[src/rtl/cache_region_decode.sv]
module cache_region_decode #(
  parameter int ADDR_W   = 26,
  parameter int PAGE_LSB = 16,
  parameter int STEP_LSB = 22,
  parameter int NUM_BLK  = 2,
  parameter int VB_LSB   = 15,
  parameter logic [ADDR_W-1:0] VB_BASE = 26'h00C0000
) (
  input  logic                          clk,
  input  logic                          rst_n,
  input  logic                          addr_valid,
  input  logic [ADDR_W-1:0]             addr,
  input  logic [ADDR_W-STEP_LSB-1:0]    limit_code,
  input  logic [1:0]                    mem_sel,
  input  logic                          vbios_nc,
  input  logic [NUM_BLK-1:0][7:0]       blk_ctl,
  input  logic [NUM_BLK-1:0][7:0]       blk_base,
  input  logic                          nc_pin_en,
  output logic                          out_valid,
  output logic                          nc_flag,
  output logic                          nc_n
);
  localparam int PAGE_W = ADDR_W - PAGE_LSB;
  localparam int STEP_SH = STEP_LSB - PAGE_LSB;
  localparam int HI_W = PAGE_W - 8;
  localparam int VB_W = ADDR_W - VB_LSB;
  localparam logic [VB_W-1:0] VB_TAG = VB_BASE[ADDR_W-1:VB_LSB];

  logic [PAGE_W-1:0] page;
  logic in_limit, in_vb, nc_next;
  logic [NUM_BLK-1:0] blk_hit;

  assign page = addr[ADDR_W-1:PAGE_LSB];

  always_comb begin
    unique case (mem_sel)
      2'b01:   in_limit = (page[PAGE_W-1:4] == '0);
      2'b10:   in_limit = (page[PAGE_W-1:5] == '0);
      default: in_limit = (limit_code == '0) || (page[PAGE_W-1:STEP_SH] < limit_code);
    endcase
  end

  assign in_vb = vbios_nc && (addr[ADDR_W-1:VB_LSB] == VB_TAG);

  for (genvar i = 0; i < NUM_BLK; i++) begin : g_blk
    logic [2:0]        szc;
    logic [PAGE_W-1:0] base, mask;
    assign szc  = blk_ctl[i][7:5];
    assign base = {blk_ctl[i][HI_W-1:0], blk_base[i]};
    assign mask = {PAGE_W{1'b1}} << szc[1:0];
    assign blk_hit[i] = !szc[2] && (((page ^ base) & mask) == '0);
  end

  assign nc_next = !in_limit || in_vb || (|blk_hit);

  always_ff @(posedge clk or negedge rst_n) begin
    if (!rst_n) begin
      out_valid <= 1'b0;
      nc_flag   <= 1'b0;
    end else begin
      out_valid <= addr_valid;
      if (addr_valid) nc_flag <= nc_next;
    end
  end

  assign nc_n = !(nc_flag && nc_pin_en);
endmodule


[config.mk]
export PLATFORM = sky130hd
export DESIGN_NAME = cache_region_decode
export DESIGN_NICKNAME = d
export VERILOG_FILES = /design/src/rtl/cache_region_decode.sv
export SDC_FILE = /design/constraint.sdc
export NUM_CORES = 1
export LEC_CHECK = 0
export BUFFER_PORTS_ARGS = -buffer_cell sky130_fd_sc_hd__buf_4
export CELL_PAD_IN_SITES_DETAIL_PLACEMENT = 1
export CELL_PAD_IN_SITES_GLOBAL_PLACEMENT = 1
export CORE_ASPECT_RATIO = 1.1
export CORE_MARGIN = 4
export CORE_UTILIZATION = 17
export DETAILED_ROUTE_END_ITERATION = 10
export PLACE_DENSITY_LB_ADDON = 0.1
export SLEW_MARGIN = 10
export SYNTH_ARGS = -nofsm -noshare
export SYNTH_HDL_FRONTEND = slang
export SYNTH_SLANG_ARGS = --single-unit
[constraint.sdc]
create_clock -name clk -period 0.8 [get_ports clk]
set_input_delay 0 -clock clk [delete_from_list [all_inputs] [get_ports clk]]
set_output_delay 0 -clock clk [all_outputs]
set_load 0.1 [all_outputs]
==> key figures <==
Timing
  – Fmax achieved: 1033 MHz
  – Tcrit/Tclk final: 121.0%
  – Minimum clock period: 968.0 ps
  – Slew Viols, Final: 0
  – Final setup margin: -168.0 ps
  – Max transition margin: ~80%
  – Final setup vio count: 3
  – RSZ-0062 raised after global routing: true
  – Hold slack: 85.11 ps
  – Final hold viol count: 0
  – Slew of the pin with the lowest slew margin: around 290 ps
  – Clock Skew: 0 ps

Setup path
  – CP Class: flop to primary output
  – Buffers & Inverters on Critical Path: 1
  – CP Data Arrival Time: between 900 and 1000 ps
  – Critical path peak fanout: 3
  – Crit end category: primary output
  – CP max stage delay: 490 ps
  – Startpoint types: flop
  – CP required: ~800 ps
  – CP Cell Sequence: buf_4
  – Crit-path leading delay family: flip-flops
  – Slowest CP cell: dfrtp_4

Synthesis
  – Post-Synth XOR/XNOR Area: a little over a third
  – Synth Area in Compound Gates: 13.45%
  – Seq/Total Area, Yosys: a little over 10%
  – Synthesized Nets: 138
  – Synth Area in Adders: between 10% and 20%
  – Gate Count Post-Synth: 64
  – Syn_area_per_cell: ~7.7 µm²
  – Synth Cell Area: between 400 and 500 µm²
  – Main combinational cell family by area after synthesis: XOR/XNOR gates
  – Mux share of post-synthesis cell area: 0%
  – Yosys warnings: 0
  – Flops & latches, synth: 2
  – Synth unique cells: 20
  – Simple-Gate Fraction of Synth Area: 23.60%

Routing
  – DR pass1 iterations: 3
  – Antenna-violating nets left: 0
  – DRC viols: 0
  – Routed via count: between 700 and 800
  – Vias per cell: 4.466
  – Per-cell routed wire length: 13.35 µm
  – Final wirelength: 2.176 mm
  – Initial DRC count: 10

Global routing
  – GRT overflow: 0
  – Vias in the first global route: 830
  – GRT Total Usage: roughly 12%
  – Global-route wire length before repair: between 3 and 4 mm
  – Initial antenna violation count: 0
  – Largest net degree at the start of global routing: 5

Clocking
  – CTS max path bufs: 2
  – H-Tree Depth: 1
  – CTS tree: yes
  – TritonCTS Sinks: 2
  – Num CTS Buffers: 3
  – Setup bufs post-CTS: 0
  – Worst-path clk slew: ~30 ps
  – Skew-Pair Late Insertion Delay: roughly 230 ps
  – Root buffer cell: clkbuf_4

Layout
  – P&R area growth vs syn: 120.1%
  – Most frequent cells in the layout: buf_4 (59), xor2_1 (14), nor2_1 (6), xnor2_1 (6)
  – Most common cell after layout, fill and taps aside: buf_4
  – Util after Layout: between 30 and 40%
  – Fraction of layout cells with a size suffix above 1: 54.62%
  – Ant. Diodes: 0
  – Post-Layout Inst Area: 1085 µm²
  – Non-filler cells, final: 163
  – Final net count: a little over 200

Floorplanning
  – Initial core utilization: between 15 and 20%
  – Die Height: 64.48 µm
  – Top Ports: around 70
  – Core area: 2778 µm²
  – Row count: 20
  – Die width: 59.35 µm
  – Die area: around 3800 µm²

Power and ir drop
  – Combinational share of power: between 60% and 70%
  – PD cells: 920.3 nW/µm²
  – Cell leakage power: 0.5334 nW
  – Psw: approximately 0.00038 W
  – Overall power: about 0.0010 W
  – Internal Power: around 0.00062 W
  – Net Sw Frac: 38.27%
  – Sequential power share: 13.0%
  – Peak supply drop: 0.3854 mV
  – Clock Power Share: between 20% and 30%

Placed design
  – Post-placement cell count: 158
  – Placed Area: 1020 µm²
  – IO buf count: 50
  – HPWL after DPL: 1.949 mm
  – GP Congestion: approximately 0.73

Worst hold path
  – Hold Path Class: input port to async pin

Job
  – Max-Cap Viols: 0

Status
  – Outcome: finished, violations left
  – Failing checks: setup timing
-- sequential cells by signal (all words and copies together) (netlist names) --
name,count
nc_flag,1
out_valid,1
-- per-layer routing --
metal / wire length (µm) / vias to the layer above / global-route usage, %
met2: 1170 / 30 / 21.72
li1: - / 357 / -
met1: 795 / 339 / 13.43
met4: 8 / 0 / 3.399
met3: 201 / 2 / 3.386
met5: 0 / - / 0
-- cell usage after synthesis --
cell type  number  share of area (%)
xor2_1         14                 25
inv_1           6                4.6
nor2_1          6                4.6
xnor2_1         6                 11
ha_1            5                 13
nor3_1          5                5.1
nor4_1          4                5.1
a21oi_1         3                3.0
dfrtp_1         2                 10
nand2_1         2                1.5
nand3_1         2                2.0
a211oi_1        1                1.5
a21o_1          1                1.5
a41oi_2         1                3.3
nand2b_1        1                1.3
nand4_1         1                1.3
o221a_1         1                2.3
o41ai_1         1                1.8
or3_1           1                1.3
or4_1           1                1.5
-- power groups by stage --
stage	Sequential, W	Combinational, W	Clock [W]
global route	0.000133	0.000702	0.000260
detailed placement	0.000130	0.000620	0
CTS	0.000130	0.000653	0.000244
floorplan	0.000203	0.000206	0
finish	0.000129	0.000641	0.000227
global placement	0.000130	0.000607	0
-- stage by stage --
stage	worst slack (ps)	TNS (ps)
2_1_floorplan	-171.1	-285.1
3_3_place_gp	-383.2	-411.0
3_5_place_dp	-389.3	-420.2
4_1_cts	-175.9	-496.4
5_1_grt	-204.4	-610.2
6_report	-168.0	-467.2
-- path summary, 6_finish.rpt --
path | slack [ps] | end | from | cells past startpoint
max | -170 | nc_flag | nc_flag$_DFFE_PN0P_ | 1
min | 90 | nc_flag$_DFFE_PN0P_ | rst_n | 2
max reg2reg | -10 | nc_flag$_DFFE_PN0P_ | nc_flag$_DFFE_PN0P_ | 2
min reg2reg | 670 | nc_flag$_DFFE_PN0P_ | nc_flag$_DFFE_PN0P_ | 2
max in group asynchronous | 610 | out_valid$_DFF_PN0_ | rst_n | 2
min in group clk | 90 | nc_flag$_DFFE_PN0P_ | addr_valid | 3
-- kinds of logic (layout without fill, tap and decap cells) --
logic type	Yosys count	in the layout
flops	2	2
simple gates	23	23
buf+inv	6	72
xor+xnor	20	20
fa+ha+maj	5	5
compound gates	8	8
-- layout make-up --
class | instances | area (µm²)
clock buffer | 3 | 22.52
fill | 350 | 1693
inverter | 6 | 25.02
multi-input combinational | 56 | 446.7
sequential | 2 | 55.05
tap | 33 | 41.29
timing repair buffer | 63 | 494.2
-- timing repair --
| item | in CTS | in global routing |
|---|---|---|
| gates resized for setup | 5 | 0 |
| gates cloned | 0 | 0 |
| hold buffers | 2 | 0 |
| pin swaps | 1 | 1 |
| setup endpoints to repair | 4 | 4 |
| endpoints found under the hold margin | 3 | 0 |
Note: power is estimated with default switching activity, not from simulation.
